===== src/rtl/rpd_pkg.sv =====
package rpd_pkg;

  localparam int IDLE_W  = 8;
  localparam int XP_W    = 3;
  localparam int XSDLL_W = 10;
  localparam int XS_W    = 8;
  localparam int HOLD_W  = 3;
  localparam int CFG_W   = IDLE_W + XP_W + XSDLL_W + XS_W + HOLD_W;

  // Field order is the register layout, most significant field first.
  typedef struct packed {
    logic [IDLE_W-1:0]  idle_lim;
    logic [XP_W-1:0]    pd_exit;
    logic [XSDLL_W-1:0] sr_exit_dll;
    logic [XS_W-1:0]    sr_exit_fast;
    logic [HOLD_W-1:0]  min_level;
  } rpd_timing_t;

endpackage


===== src/rtl/rpd_idle_timer.sv =====
module rpd_idle_timer #(
  parameter int CW = 8
) (
  input  logic          clk,
  input  logic          rst,
  input  logic          busy,
  input  logic [CW-1:0] limit,
  output logic          ripe
);

  logic [CW-1:0] quiet_cnt;

  // Counts consecutive non-busy cycles, saturating at the top value.
  always_ff @(posedge clk) begin
    if (rst || busy) begin
      quiet_cnt <= '0;
    end else if (quiet_cnt != '1) begin
      quiet_cnt <= quiet_cnt + CW'(1);
    end
  end

  // The current cycle is the limit-th quiet one once limit-1 lie behind it.
  assign ripe = (limit != '0) && !busy && (quiet_cnt >= limit - CW'(1));

  p_quiet_restart_r4: assert property (@(posedge clk) disable iff (rst)
    $past(busy) |-> (quiet_cnt == '0));

endmodule


===== src/rtl/rpd_hold_timer.sv =====
module rpd_hold_timer #(
  parameter int W = 8
) (
  input  logic         clk,
  input  logic         rst,
  input  logic         load,
  input  logic [W-1:0] value,
  output logic         active
);

  logic [W-1:0] remain;

  always_ff @(posedge clk) begin
    if (rst) begin
      remain <= '0;
    end else if (load) begin
      remain <= value;
    end else if (remain != '0) begin
      remain <= remain - W'(1);
    end
  end

  assign active = (remain != '0);

  p_window_drains_r8: assert property (@(posedge clk) disable iff (rst)
    ($past(active) && !$past(load)) |-> (remain < $past(remain)));

endmodule


===== src/rtl/rpd_cke_ctrl.sv =====
module rpd_cke_ctrl #(
  parameter int AW = 3
) (
  input  logic          clk,
  input  logic          rst,
  input  logic          enter,
  input  logic          wake,
  input  logic [AW-1:0] min_hold,
  output logic          cke_q,
  output logic          pde_q,
  output logic          rise_now,
  output logic          may_flip
);

  logic [AW-1:0] age;

  assign may_flip = (age >= min_hold);
  assign rise_now = !cke_q && wake && may_flip;

  always_ff @(posedge clk) begin
    if (rst) begin
      cke_q <= 1'b1;
      pde_q <= 1'b0;
      age   <= '1;
    end else begin
      pde_q <= 1'b0;
      if (cke_q && enter && may_flip) begin
        cke_q <= 1'b0;
        pde_q <= 1'b1;
        age   <= AW'(1);
      end else if (rise_now) begin
        cke_q <= 1'b1;
        age   <= AW'(1);
      end else if (age != '1) begin
        age <= age + AW'(1);
      end
    end
  end

  p_level_hold_r10: assert property (@(posedge clk) disable iff (rst)
    (cke_q != $past(cke_q)) |-> ($past(age) >= $past(min_hold)));

  p_pde_marks_fall_r3: assert property (@(posedge clk) disable iff (rst)
    pde_q |-> $fell(cke_q));

  p_rise_needs_work_r7: assert property (@(posedge clk) disable iff (rst)
    $rose(cke_q) |-> $past(wake));

endmodule


===== src/rtl/rpd_rank_pwr_ctrl.sv =====
module rpd_rank_pwr_ctrl
  import rpd_pkg::*;
#(
  parameter int NUM_RANKS = 2,
  localparam int RANK_W = (NUM_RANKS > 1) ? $clog2(NUM_RANKS) : 1
) (
  input  logic                 clk,
  input  logic                 rst,
  input  logic [CFG_W-1:0]     timing_cfg,
  input  logic                 cke_shared,
  input  logic [NUM_RANKS-1:0] req_pending,
  input  logic                 cmd_issue,
  input  logic [RANK_W-1:0]    cmd_rank,
  input  logic                 cmd_needs_dll,
  input  logic                 sr_exit,
  output logic [NUM_RANKS-1:0] cke,
  output logic [NUM_RANKS-1:0] pd_enter_req,
  output logic [NUM_RANKS-1:0] cmd_ok
);

  rpd_timing_t tcfg;
  assign tcfg = rpd_timing_t'(timing_cfg);

  logic [NUM_RANKS-1:0] busy, ripe, may, rise, enter, wake, xp_active;
  logic all_ripe, all_may, any_busy;
  logic xs_active, xsdll_active;

  assign all_ripe = &ripe;
  assign all_may  = &may;
  assign any_busy = |busy;

  // Channel-wide self-refresh exit windows
  rpd_hold_timer #(.W(XS_W)) u_xs (
    .clk(clk), .rst(rst), .load(sr_exit),
    .value(tcfg.sr_exit_fast), .active(xs_active)
  );

  rpd_hold_timer #(.W(XSDLL_W)) u_xsdll (
    .clk(clk), .rst(rst), .load(sr_exit),
    .value(tcfg.sr_exit_dll), .active(xsdll_active)
  );

  for (genvar gi = 0; gi < NUM_RANKS; gi++) begin : g_rank
    assign busy[gi] = req_pending[gi] | sr_exit |
                      (cmd_issue && (cmd_rank == RANK_W'(gi)));

    // Shared mode: the group moves only when every member may move.
    assign enter[gi] = cke_shared ? (all_ripe && all_may) : ripe[gi];
    assign wake[gi]  = cke_shared ? (any_busy && all_may) : busy[gi];

    rpd_idle_timer #(.CW(IDLE_W)) u_idle (
      .clk(clk), .rst(rst), .busy(busy[gi]),
      .limit(tcfg.idle_lim), .ripe(ripe[gi])
    );

    rpd_cke_ctrl #(.AW(HOLD_W)) u_cke (
      .clk(clk), .rst(rst), .enter(enter[gi]), .wake(wake[gi]),
      .min_hold(tcfg.min_level), .cke_q(cke[gi]), .pde_q(pd_enter_req[gi]),
      .rise_now(rise[gi]), .may_flip(may[gi])
    );

    rpd_hold_timer #(.W(XP_W)) u_xp (
      .clk(clk), .rst(rst), .load(rise[gi]),
      .value(tcfg.pd_exit), .active(xp_active[gi])
    );

    assign cmd_ok[gi] = cke[gi] && !xp_active[gi] &&
                        (cmd_needs_dll ? !xsdll_active : !xs_active);

    p_xp_window_r8: assert property (@(posedge clk) disable iff (rst)
      ($past(rise[gi]) && ($past(tcfg.pd_exit) != '0)) |-> !cmd_ok[gi]);

    p_no_entry_off_r5: assert property (@(posedge clk) disable iff (rst)
      ($past(tcfg.idle_lim) == '0) |-> !pd_enter_req[gi]);

    p_asleep_blocks_r11: assert property (@(posedge clk) disable iff (rst)
      !cke[gi] |-> !cmd_ok[gi]);
  end

  if (NUM_RANKS > 1) begin : g_share_chk
    p_shared_lockstep_r6: assert property (@(posedge clk) disable iff (rst)
      ($past(cke_shared) && ($past(cke[0]) == $past(cke[1]))) |-> (cke[0] == cke[1]));
  end

  p_sr_fast_window_r9: assert property (@(posedge clk) disable iff (rst)
    (sr_exit && (tcfg.sr_exit_fast != '0)) |=> xs_active);

  p_sr_dll_window_r9: assert property (@(posedge clk) disable iff (rst)
    (sr_exit && (tcfg.sr_exit_dll != '0)) |=> xsdll_active);

endmodule


===== config.mk =====
export PLATFORM = sky130hd
export DESIGN_NAME = rpd_rank_pwr_ctrl
export DESIGN_NICKNAME = d
export VERILOG_FILES = /design/src/rtl/rpd_pkg.sv /design/src/rtl/rpd_idle_timer.sv /design/src/rtl/rpd_hold_timer.sv /design/src/rtl/rpd_cke_ctrl.sv /design/src/rtl/rpd_rank_pwr_ctrl.sv
export SDC_FILE = /design/constraint.sdc
export NUM_CORES = 1
export LEC_CHECK = 0
export ABC_AREA = 1
export ABC_CLOCK_PERIOD_IN_PS = 2500
export BUFFER_PORTS_ARGS = -buffer_cell sky130_fd_sc_hd__buf_2
export CORE_ASPECT_RATIO = 0.8
export CORE_UTILIZATION = 59
export DETAILED_ROUTE_END_ITERATION = 7
export GPL_ROUTABILITY_DRIVEN = 0
export PLACE_DENSITY = 0.85
export SETUP_SLACK_MARGIN = 0.3
export SLEW_MARGIN = 20
export SYNTH_ARGS = -nofsm -noshare
export SYNTH_HDL_FRONTEND = slang
export SYNTH_HIERARCHICAL = 1
export SYNTH_SLANG_ARGS = --single-unit

===== constraint.sdc =====
create_clock -name clk -period 2.5 [get_ports clk]
set_input_delay 0.125 -clock clk [delete_from_list [all_inputs] [get_ports clk]]
set_output_delay 0.125 -clock clk [all_outputs]
set_load 0.02 [all_outputs]

==> results.json, run 1 <==
{
  "outcome": "complete, no violations",
  "layout_worst_path_cycle_share": 0.867,
  "core_region_area_um2": 6380,
  "fp.dieArea_um2": 6900,
  "netlist_area_um2": 3880,
  "first_global_vias": 3269,
  "netSwitchingFraction": 0.387,
  "port_buffers": 46,
  "dpl_cell_area_um2": 4210,
  "max_clock_freq_ghz": 0.461,
  "pre_cts_ws_ns": -0.00404,
  "synth.yosys.seq_area_share": 0.258,
  "root_buffer_cell": "clkbuf_8",
  "synthesis.nets": 653,
  "yosys_warnings": 6,
  "rsz0062_at_grt": "false",
  "setup_tns_ns": 0,
  "clock_tree.htree_level_count": 2,
  "hp-class": "input pin to flop",
  "routed_antenna_nets": 0,
  "dp.final_hpwl_um": 6530,
  "cellLeakagePower_nw": 2.21,
  "cp_data_required_time_ns": 2.38,
  "power.combinational.fraction": 0.432,
  "final_nets": 711,
  "internal_power_mw": 1.73,
  "power_density_nw_per_um2": 625,
  "syn_to_final_growth_pct": 16.2,
  "placed_cells_incl_taps": 701,
  "worst_path_class_setup": "flop to output pin",
  "vdd.ir_drop.worst_mv": 0.623,
  "global_route.overflow_total": 0,
  "cp-end-kind": "output pin",
  "grt_start_max_net_pins": 25,
  "num_antenna_cells": 0,
  "fin_worst_skew_ns": 0.0144,
  "finalWorstSetupSlack_ns": 0.333,
  "hold_start": "timing_cfg[9]",
  "drv_cap": 0,
  "ys_types": 32,
  "numClockSinks": 50,
  "report.final.slew_viol_count": 0,
  "report.power.total_mw": 2.82,
  "post_synth_inst_count": 573,
  "cts_tree": "done",
  "r2r_slack_ns": 0.44,
  "firstDrtPassIters": 4,
  "hold_viol_final": 0,
  "dr_total_vias": 3771,
  "slew-limit-headroom": 0.722,
  "placementRows": 26,
  "clock_latency_ns": 0.31,
  "drt_wl_total_um": 8890,
  "cts.path.max_buffers": 2,
  "fp.dieH_um": 74.5,
  "fin_crit_ns": 2.17,
  "worst-slew-pin-transition_ns": 0.418,
  "clock_power_share": 0.209,
  "final_cells": 716,
  "initial_core_util": 0.608,
  "worst_ep_arrival_time_ns": 2.04,
  "seq_power_share": 0.359,
  "crit_fanout": 6,
  "cp-start-kind": "flop",
  "worst_setup_path_startpoint": "u_xsdll/remain[0]$_SDFFE_PP0P_",
  "number_of_buffers_inserted_during_clock_tree_synthesis": 5,
  "grt_first_pass_wirelength_um": 13800,
  "number_of_setup_violations_in_the_final_report": 0,
  "ioPinCount": 47,
  "wl_per_cell_um": 12.4,
  "p_switching_mw": 1.09,
  "vias_per_cell": 5.27,
  "syn-mean-instance-area_um2": 6.77,
  "ys_ff_latch": 50,
  "antenna_found_initial": 0,
  "grt_use_total": 0.250,
  "clk_pin_slew_ns": 0.11,
  "post-route-cell-area_um2": 4500,
  "fp.dieW_um": 92.6,
  "crit-reg2reg-launch": "g_rank[0].u_cke/age[0]$_SDFFE_PP1P_",
  "initialDrtViolationCount": 160,
  "detail_route.drc_violations": 0,
  "final_layout_size_suffix_gt1_frac": 0.229
}
==> power by group through the flow <==
stage | sequential (mW) | clock (mW) | combinational (mW)
4_1_cts | 0.996 | 0.595 | 1.10
6_report | 1.01 | 0.588 | 1.22
3_5_place_dp | 1.01 | 0 | 1.09
5_1_grt | 1.02 | 0.634 | 1.38
2_1_floorplan | 0.993 | 0 | 0.862
3_3_place_gp | 1.01 | 0 | 1.02
==> final timing paths <==
check	endpoint	cells past startpoint
setup reg to reg	g_rank[0].u_xp/remain[1]$_SDFFE_PP0P_	19
hold reg to reg	u_xs/remain[0]$_SDFFE_PP0P_	2
hold / removal	u_xs/remain[6]$_SDFFE_PP0P_	3
setup / recovery	cmd_ok[1]	11
==> what timing repair did <==
item	4_1_cts	5_1_grt
pin swaps	0	11
hold buffers	0	0
buffers inserted	0	7
resized for setup	3	37
hold endpoints to repair	0	0
setup endpoints to repair	3	16
==> cells by family (layout without fill, tap and decap cells) <==
group | count (synthesis) | count (layout) | synth area share
and+or+nand+nor | 288 | 288 | 0.360
buffers and inverters | 101 | 160 | 0.0987
AOI/OAI and AO/OA | 74 | 74 | 0.109
DFF | 50 | 50 | 0.258
adders and majority gates | 39 | 39 | 0.126
xor gates and xnor gates | 21 | 21 | 0.0474
==> registers in the layout (all words and copies together), names as in the netlist <==
name,count
u_xsdll/remain,10
g_rank.u_cke/age,6
u_xs/remain,8
g_rank.u_xp/remain,6
g_rank.u_cke/cke_q,2
g_rank.u_cke/pde_q,2
g_rank.u_idle/quiet_cnt,16
==> metal layers <==
layer	global-route usage	vias to the layer above	wire length, µm
met2	0.445	109	4290
met4	0.0513	0	193
met1	0.319	1703	3990
met5	0	-	0
met3	0.0481	24	410
li1	-	1935	-
==> cell usage after synthesis (all sizes together) <==
cell type / n / area [µm²]
a21oi: 42 / 225
a31oi: 2 / 12.5
buf: 4 / 18.8
dfxtp: 50 / 1000
ha: 39 / 488
inv: 97 / 364
nand2: 146 / 601
nand3: 46 / 258
nand4: 6 / 37.5
nor2: 81 / 448
nor3: 4 / 20.0
nor3b: 2 / 15.0
nor4: 2 / 12.5
o211ai: 4 / 30.0
o21a: 2 / 15.0
o21ai: 20 / 111
o21bai: 4 / 30.0
or2: 1 / 6.26
xnor2: 10 / 87.6
xor2: 11 / 96.3
==> worst max-delay path, stage by stage (launching register included) <==
cell and delay, ns:
dfxtp_4 0.38, inv_2 0.08, ha_4 0.17, inv_1 0.06, nor2_2 0.15, nand3_2 0.12
nor2_4 0.14, inv_1 0.04, nand2_1 0.04, o21ai_1 0.07, nor3b_1 0.25, buf_2 0.21
==> cell usage in the layout (no fill, tap or decap), types with 2 or more instances in the layout <==
| cell | count |
|---|---|
| a21oi_1 | 36 |
| a21oi_2 | 6 |
| a31oi_1 | 2 |
| buf_2 | 45 |
| buf_4 | 10 |
| clkbuf_8 | 5 |
| dfxtp_1 | 46 |
| dfxtp_2 | 3 |
| ha_1 | 35 |
| ha_4 | 3 |
| inv_1 | 85 |
| inv_2 | 10 |
| inv_4 | 2 |
| nand2_1 | 128 |
| nand2_2 | 14 |
| nand2_4 | 4 |
| nand3_1 | 39 |
| nand3_2 | 5 |
| nand3_4 | 2 |
| nand4_1 | 6 |
| nor2_1 | 55 |
| nor2_2 | 11 |
| nor2_4 | 12 |
| nor2_8 | 3 |
| nor3_1 | 4 |
| nor3b_1 | 2 |
| nor4_2 | 2 |
| o211ai_1 | 4 |
| o21a_1 | 2 |
| o21ai_0 | 8 |
| o21ai_1 | 9 |
| o21ai_2 | 3 |
| o21bai_1 | 4 |
| xnor2_1 | 10 |
| xor2_1 | 11 |
==> metrics by stage <==
| step | utilization | hold WS [ns] |
|---|---|---|
| floorplan | - | 0.187 |
| CTS | 0.678 | 0.0388 |
| finish | 0.706 | 0.0439 |
| detailed placement | 0.660 | 0.387 |
| global placement | 0.660 | 0.375 |
| global route | 0.706 | 0.0431 |
==> layout make-up <==
cell class                      instances  area [µm²]
Multi-Input combinational cell        422        2610
Fill cell                             540        1870
Sequential cell                        50        1010
Inverter                               97         369
Timing Repair Buffer                   55         300
Tap cell                               84         105
Clock buffer                            6        72.6
Clock inverter                          2        37.5
(Power assumes the default switching activity.)
==> run 2, diff against run 1 <==
--- a/config.mk
+++ b/config.mk
@@ -13,6 +13,7 @@
 export DETAILED_ROUTE_END_ITERATION = 7
 export GPL_ROUTABILITY_DRIVEN = 0
 export PLACE_DENSITY = 0.85
+export RECOVER_POWER = 100
 export SETUP_SLACK_MARGIN = 0.3
 export SLEW_MARGIN = 20
 export SYNTH_ARGS = -nofsm -noshare
==> run 2 against run 1 <==
Net effect: setup slack got worse by 0.11 ns; critical path depth unchanged; die area stayed put; combinational power down 3%; utilization is 1.4 points lower; cell area decreased by 2.0%; sequential share of layout area rose by 0.46 points; total power decreased by 1.2%; highest routed layer unchanged; global-route usage stayed put; largest cell class unchanged; via count decreased by 1.2%; clock skew down 0.00074 ns.
==> results.json, run 2 (synthesis results as in run 1) <==
{
  "vias_per_cell": 5.20,
  "firstDrtPassIters": 4,
  "hold_start": "timing_cfg[9]",
  "timing.critical_path.buf_inv": 4,
  "final_cells": 716,
  "most-common-layout-cells": "130 x nand2_1, 85 x inv_1, 60 x nor2_1",
  "drt_wl_total_um": 8920,
  "crit_cells": 11,
  "cp-end-kind": "output pin",
  "reg2regPathDepth": 19,
  "final_nets": 711,
  "cts_tree": "done",
  "detail_route.drc_violations": 0,
  "worst_ep_arrival_time_ns": 2.15,
  "setup_tns_ns": 0,
  "r2r-end": "g_rank[0].u_xp/remain[1]$_SDFFE_PP0P_",
  "cts.path.max_buffers": 2,
  "power_density_nw_per_um2": 630,
  "number_of_setup_violations_in_the_final_report": 0,
  "cellLeakagePower_nw": 2.16,
  "crit_fanout": 6,
  "clock_latency_ns": 0.31,
  "outcome": "complete, no violations",
  "wl_per_cell_um": 12.5,
  "grt_first_pass_wirelength_um": 13800,
  "post-route-cell-area_um2": 4410,
  "antenna_found_initial": 0,
  "fp.dieH_um": 74.5,
  "clk_pin_slew_ns": 0.10,
  "timing.hold.worst_endpoint": "u_xs/remain[6]$_SDFFE_PP0P_",
  "grt_start_max_net_pins": 25,
  "initial_core_util": 0.608,
  "placed_cells_incl_taps": 701,
  "dpl_cell_area_um2": 4210,
  "r2r_slack_ns": 0.44,
  "dr_total_vias": 3725,
  "grt_use_total": 0.250,
  "hp-class": "input pin to flop",
  "critPathMaxStageDelay_ns": 0.38,
  "clock_tree.htree_level_count": 2,
  "root_buffer_cell": "clkbuf_8",
  "worst_path_class_setup": "flop to output pin",
  "reg_top3": "g_rank.u_idle/quiet_cnt (16), u_xsdll/remain (10), u_xs/remain (8)",
  "hold_depth": 3,
  "layout_worst_path_cycle_share": 0.911,
  "final_layout_size_suffix_gt1_frac": 0.207,
  "cp-start-kind": "flop",
  "rsz0062_at_grt": "false",
  "timing.critical_path.mode_cell": "inv_1",
  "routed_antenna_nets": 0,
  "fp.dieW_um": 92.6,
  "largest_register_ffs": 16,
  "dp.final_hpwl_um": 6530,
  "layout_commonest_cell": "nand2_1",
  "report.final.slew_viol_count": 0,
  "cpLargestDelayFamily": "simple AND/OR/NAND/NOR gates",
  "max_clock_freq_ghz": 0.439,
  "crit-reg2reg-launch": "g_rank[0].u_cke/age[0]$_SDFFE_PP1P_",
  "largest_register": "g_rank.u_idle/quiet_cnt",
  "numClockSinks": 50,
  "ioPinCount": 47,
  "core_region_area_um2": 6380,
  "report.power.total_mw": 2.78,
  "drv_cap": 0,
  "port_buffers": 46,
  "placementRows": 26,
  "fp.dieArea_um2": 6900,
  "fin_crit_ns": 2.28,
  "slowest_stage": "dfxtp_4",
  "fin_worst_skew_ns": 0.0136,
  "first_global_vias": 3269,
  "global_route.overflow_total": 0,
  "filler_cell_count": 561,
  "cp_data_required_time_ns": 2.38,
  "critical_path.cell_chain": "inv_2 > ha_1 > inv_1 > nor2_2 > nand3_2 > nor2_4 > inv_1 > nand2_1 > o21ai_1 > nor3b_1 > buf_2",
  "number_of_buffers_inserted_during_clock_tree_synthesis": 5,
  "worst-slew-pin-transition_ns": 0.421,
  "slew-limit-headroom": 0.719,
  "worst_setup_path_startpoint": "u_xsdll/remain[0]$_SDFFE_PP0P_",
  "vdd.ir_drop.worst_mv": 0.622,
  "hold_viol_final": 0,
  "syn_to_final_growth_pct": 13.8,
  "initialDrtViolationCount": 166,
  "num_antenna_cells": 0
}
==> run 2: cell types whose count changed in the layout (fill, tap and decap cells not counted), moves of 2 or more <==
cell      change
nor2_4        -4
buf_2         -4
nor2_1        +5
clkbuf_1      +4
o21ai_0       +4
o21ai_1       -4
nand3_1       +2
nand2_1       +2
==> run 2: worst register-to-register path, cell delays in order (launching register included) <==
cell and delay [ns]:
dfxtp_2 0.35, inv_1 0.04, ha_1 0.26, inv_1 0.04
nand2_2 0.04, nand2_1 0.06, nand2_2 0.14, nand2_2 0.07
nor2_2 0.11, o21ai_2 0.07, nand2_1 0.08, inv_1 0.07
nor2_4 0.15, nand2_4 0.08, inv_4 0.08, inv_2 0.06
nand3_4 0.09, inv_1 0.04, nor2_1 0.09, nor2_1 0.05
==> run 2: worst max path at each step <==
stage                                               end  slack [ns]
global placement     g_rank[1].u_cke/cke_q$_SDFFE_PP1P_        0.21
finish                                        cmd_ok[1]        0.22
global route                                  cmd_ok[1]        0.14
CTS                                           cmd_ok[1]        0.29
detailed placement  g_rank[1].u_cke/age[2]$_SDFFE_PP1P_      -0.004
floorplan            g_rank[1].u_cke/cke_q$_SDFFE_PP1P_        0.43
==> run 2: cell type report <==
cell class | instances | area [µm²] | share of cell area
multi-input cells | 422 | 2520 | 0.572
well taps | 84 | 105 | 0.0238
flip-flops and latches | 50 | 1010 | 0.229
inverters | 97 | 369 | 0.0836
clock inverters | 2 | 37.5 | 0.00851
repair buffers | 55 | 295 | 0.0669
clock buffers | 6 | 72.6 | 0.0164
==> run 2: timing repair <==
item                                    CTS  global route
gates resized for setup                   3            37
endpoints found under the setup margin    3            16
buffers inserted                          0             7
pin swaps                                 0            11
hold buffers                              0             0
==> run 2: per-stage QoR <==
step	worst slack (ns)	hold WS, ns	utilization
2_1_floorplan	0.428	0.187	-
3_3_place_gp	0.206	0.375	0.660
3_5_place_dp	-0.00404	0.387	0.660
4_1_cts	0.285	0.0388	0.678
5_1_grt	0.141	0.0431	0.692
6_report	0.222	0.0462	0.692
==> run 2: per-layer routing <==
layer	GRT usage	vias up	wire [µm]
met1	0.319	1670	4040
met4	0.0513	0	163
li1	-	1932	-
met3	0.0481	20	415
met2	0.445	103	4300
met5	0	-	0
==> run 2: report_power, final <==
part           switching, mW  internal [mW]  total [mW]
clock                  0.290          0.299       0.589
sequential            0.0981          0.912        1.01
combinational          0.681          0.502        1.18
==> run 3, diff against run 2 <==
--- a/config.mk
+++ b/config.mk
@@ -8,8 +8,10 @@
 export ABC_AREA = 1
 export ABC_CLOCK_PERIOD_IN_PS = 2500
 export BUFFER_PORTS_ARGS = -buffer_cell sky130_fd_sc_hd__buf_2
+export CELL_PAD_IN_SITES_DETAIL_PLACEMENT = 0
+export CELL_PAD_IN_SITES_GLOBAL_PLACEMENT = 1
 export CORE_ASPECT_RATIO = 0.8
-export CORE_UTILIZATION = 59
+export CORE_UTILIZATION = 42
 export DETAILED_ROUTE_END_ITERATION = 7
 export GPL_ROUTABILITY_DRIVEN = 0
 export PLACE_DENSITY = 0.85
==> run 3 against run 2 <==
Net effect: total power increased by 3.9%; worst hold slack gained 0.032 ns; clock power increased by 29%; utilization decreased by 18 points; via count decreased by 4.4%; die area grew 39%; non-clock buffer count fell by 2; register-to-register slack lost 0.09 ns; combinational power decreased by 4%; clock skew fell by 0.0057 ns; sequential power hardly changed; largest power group unchanged.
==> results.json, run 3 (synthesis results as in run 1) <==
{
  "outcome": "complete, no violations",
  "filler_cell_count": 897,
  "reg2regPathDepth": 19,
  "grt_use_total": 0.193,
  "antenna_found_initial": 0,
  "firstDrtPassIters": 4,
  "largest_register_ffs": 16,
  "cellLeakagePower_nw": 2.16,
  "root_buffer_cell": "clkbuf_16",
  "power_density_nw_per_um2": 650,
  "fin_worst_skew_ns": 0.00791,
  "fp.dieArea_um2": 9620,
  "worst-slew-pin-transition_ns": 0.597,
  "worst_path_class_setup": "flop to output pin",
  "global_route.overflow_total": 0,
  "vias_per_cell": 4.80,
  "clock_tree.htree_level_count": 2,
  "hp-class": "input pin to flop",
  "clk_pin_slew_ns": 0.07,
  "initial_core_util": 0.445,
  "clock_power_share": 0.262,
  "core_region_area_um2": 8710,
  "num_antenna_cells": 0,
  "fp.dieW_um": 109,
  "initialDrtViolationCount": 178,
  "most-common-layout-cells": "134 x nand2_1, 86 x inv_1, 62 x nor2_1",
  "drv_cap": 0,
  "clock_latency_ns": 0.29,
  "layout_commonest_cell": "nand2_1",
  "ioPinCount": 47,
  "finalWorstSetupSlack_ns": 0.349,
  "r2r_slack_ns": 0.35,
  "seq_power_share": 0.348,
  "grt_start_max_net_pins": 25,
  "grt_first_pass_wirelength_um": 14700,
  "vdd.ir_drop.worst_mv": 0.408,
  "fin_crit_ns": 2.15,
  "hold_viol_final": 0,
  "hold_start": "timing_cfg[20]",
  "max_clock_freq_ghz": 0.465,
  "netSwitchingFraction": 0.361,
  "largest_register": "g_rank.u_idle/quiet_cnt",
  "final_nets": 709,
  "reg_top3": "g_rank.u_idle/quiet_cnt (16), u_xsdll/remain (10), u_xs/remain (8)",
  "register_area_um2": 1000,
  "syn_to_final_growth_pct": 14.7,
  "drt_wl_total_um": 8710,
  "hold_depth": 3,
  "report.final.slew_viol_count": 0,
  "crit-reg2reg-launch": "g_rank[0].u_cke/age[0]$_SDFFE_PP1P_",
  "report.power.total_mw": 2.89,
  "routed_antenna_nets": 0,
  "setup_tns_ns": 0,
  "worst_ep_arrival_time_ns": 2.03,
  "power.combinational.fraction": 0.390,
  "placementRows": 30,
  "number_of_buffers_inserted_during_clock_tree_synthesis": 5,
  "detail_route.drc_violations": 0,
  "pre_cts_ws_ns": 0.0753,
  "dr_total_vias": 3561,
  "p_switching_mw": 1.04,
  "final_layout_size_suffix_gt1_frac": 0.190,
  "timing.hold.worst_endpoint": "u_xsdll/remain[9]$_SDFFE_PP0P_",
  "slew-limit-headroom": 0.602,
  "cts_tree": "done",
  "cts.path.max_buffers": 2,
  "numClockSinks": 50,
  "first_global_vias": 3219,
  "fp.dieH_um": 87.9,
  "post-route-cell-area_um2": 4450,
  "port_buffers": 46,
  "wl_per_cell_um": 11.7,
  "cp-start-kind": "flop",
  "multiInputGateArea_um2": 2480,
  "layout_worst_path_cycle_share": 0.861,
  "rsz0062_at_grt": "true",
  "dpl_cell_area_um2": 4240,
  "crit_fanout": 6,
  "number_of_setup_violations_in_the_final_report": 0,
  "cp_data_required_time_ns": 2.38,
  "internal_power_mw": 1.85,
  "dp.final_hpwl_um": 6660,
  "cp-end-kind": "output pin",
  "r2r-end": "g_rank[1].u_xp/remain[1]$_SDFFE_PP0P_"
}
run 3: changes by cell type in the layout (fill, tap and decap cells not counted), sizes merged:
cell,change
buf,-2
clkinvlp,-1
bufinv,-1
clkbuf,+2
run 3: worst max path at each step:
stage	start	endpoint	slack [ns]
floorplan	timing_cfg[24]	g_rank[1].u_cke/cke_q$_SDFFE_PP1P_	0.43
global placement	timing_cfg[24]	g_rank[1].u_cke/cke_q$_SDFFE_PP1P_	0.18
detailed placement	timing_cfg[26]	g_rank[1].u_cke/age[2]$_SDFFE_PP1P_	0.08
CTS	u_xsdll/remain[0]$_SDFFE_PP0P_	cmd_ok[1]	0.30
global route	timing_cfg[26]	g_rank[1].u_cke/cke_q$_SDFFE_PP1P_	0.14
finish	u_xsdll/remain[1]$_SDFFE_PP0P_	cmd_ok[0]	0.35
run 3: timing repair:
item	4_1_cts	5_1_grt
endpoints found under the setup margin	2	18
pin swaps	0	7
hold buffers	0	0
gates resized for setup	3	33
setup buffers	0	5
run 3: critical path: stages (launching register included):
cell and delay [ns]:
dfxtp_1 0.31, inv_1 0.09, ha_1 0.28, inv_1 0.08, nor2_2 0.14, nand3_2 0.12, nor2_4 0.14, inv_1 0.05
nand2_1 0.04, o21ai_1 0.08, nor3b_1 0.21, buf_4 0.18
run 3: final cells by class:
type	instances	area share
multi-input cells	422	0.559
flip-flops and latches	50	0.226
inverters	97	0.0830
repair buffers	53	0.0636
clock buffers	8	0.0374
well taps	112	0.0315
run 3: per-layer routing:
metal	routed length [µm]	global-route usage
met3	277	0.0313
met4	67	0.0448
met5	0	0
met2	3850	0.300
met1	4520	0.278
run 3: metrics by stage:
step | std cells | hold WS, ns | utilization
after floorplan | 573 | 0.187 | -
after global placement | 729 | 0.376 | 0.487
after detailed placement | 729 | 0.383 | 0.487
after CTS | 737 | 0.0730 | 0.507
after global routing | 742 | 0.0750 | 0.511
final | 742 | 0.0779 | 0.511
run 3: power by group through the flow:
| stage | sequential (mW) | combinational, mW | clock, mW |
|---|---|---|---|
| after floorplan | 0.993 | 0.862 | 0 |
| after global placement | 1.01 | 1.04 | 0 |
| after detailed placement | 1.02 | 1.07 | 0 |
| after CTS | 1.00 | 1.08 | 0.785 |
| after global routing | 1.02 | 1.32 | 0.805 |
| final | 1.00 | 1.13 | 0.759 |
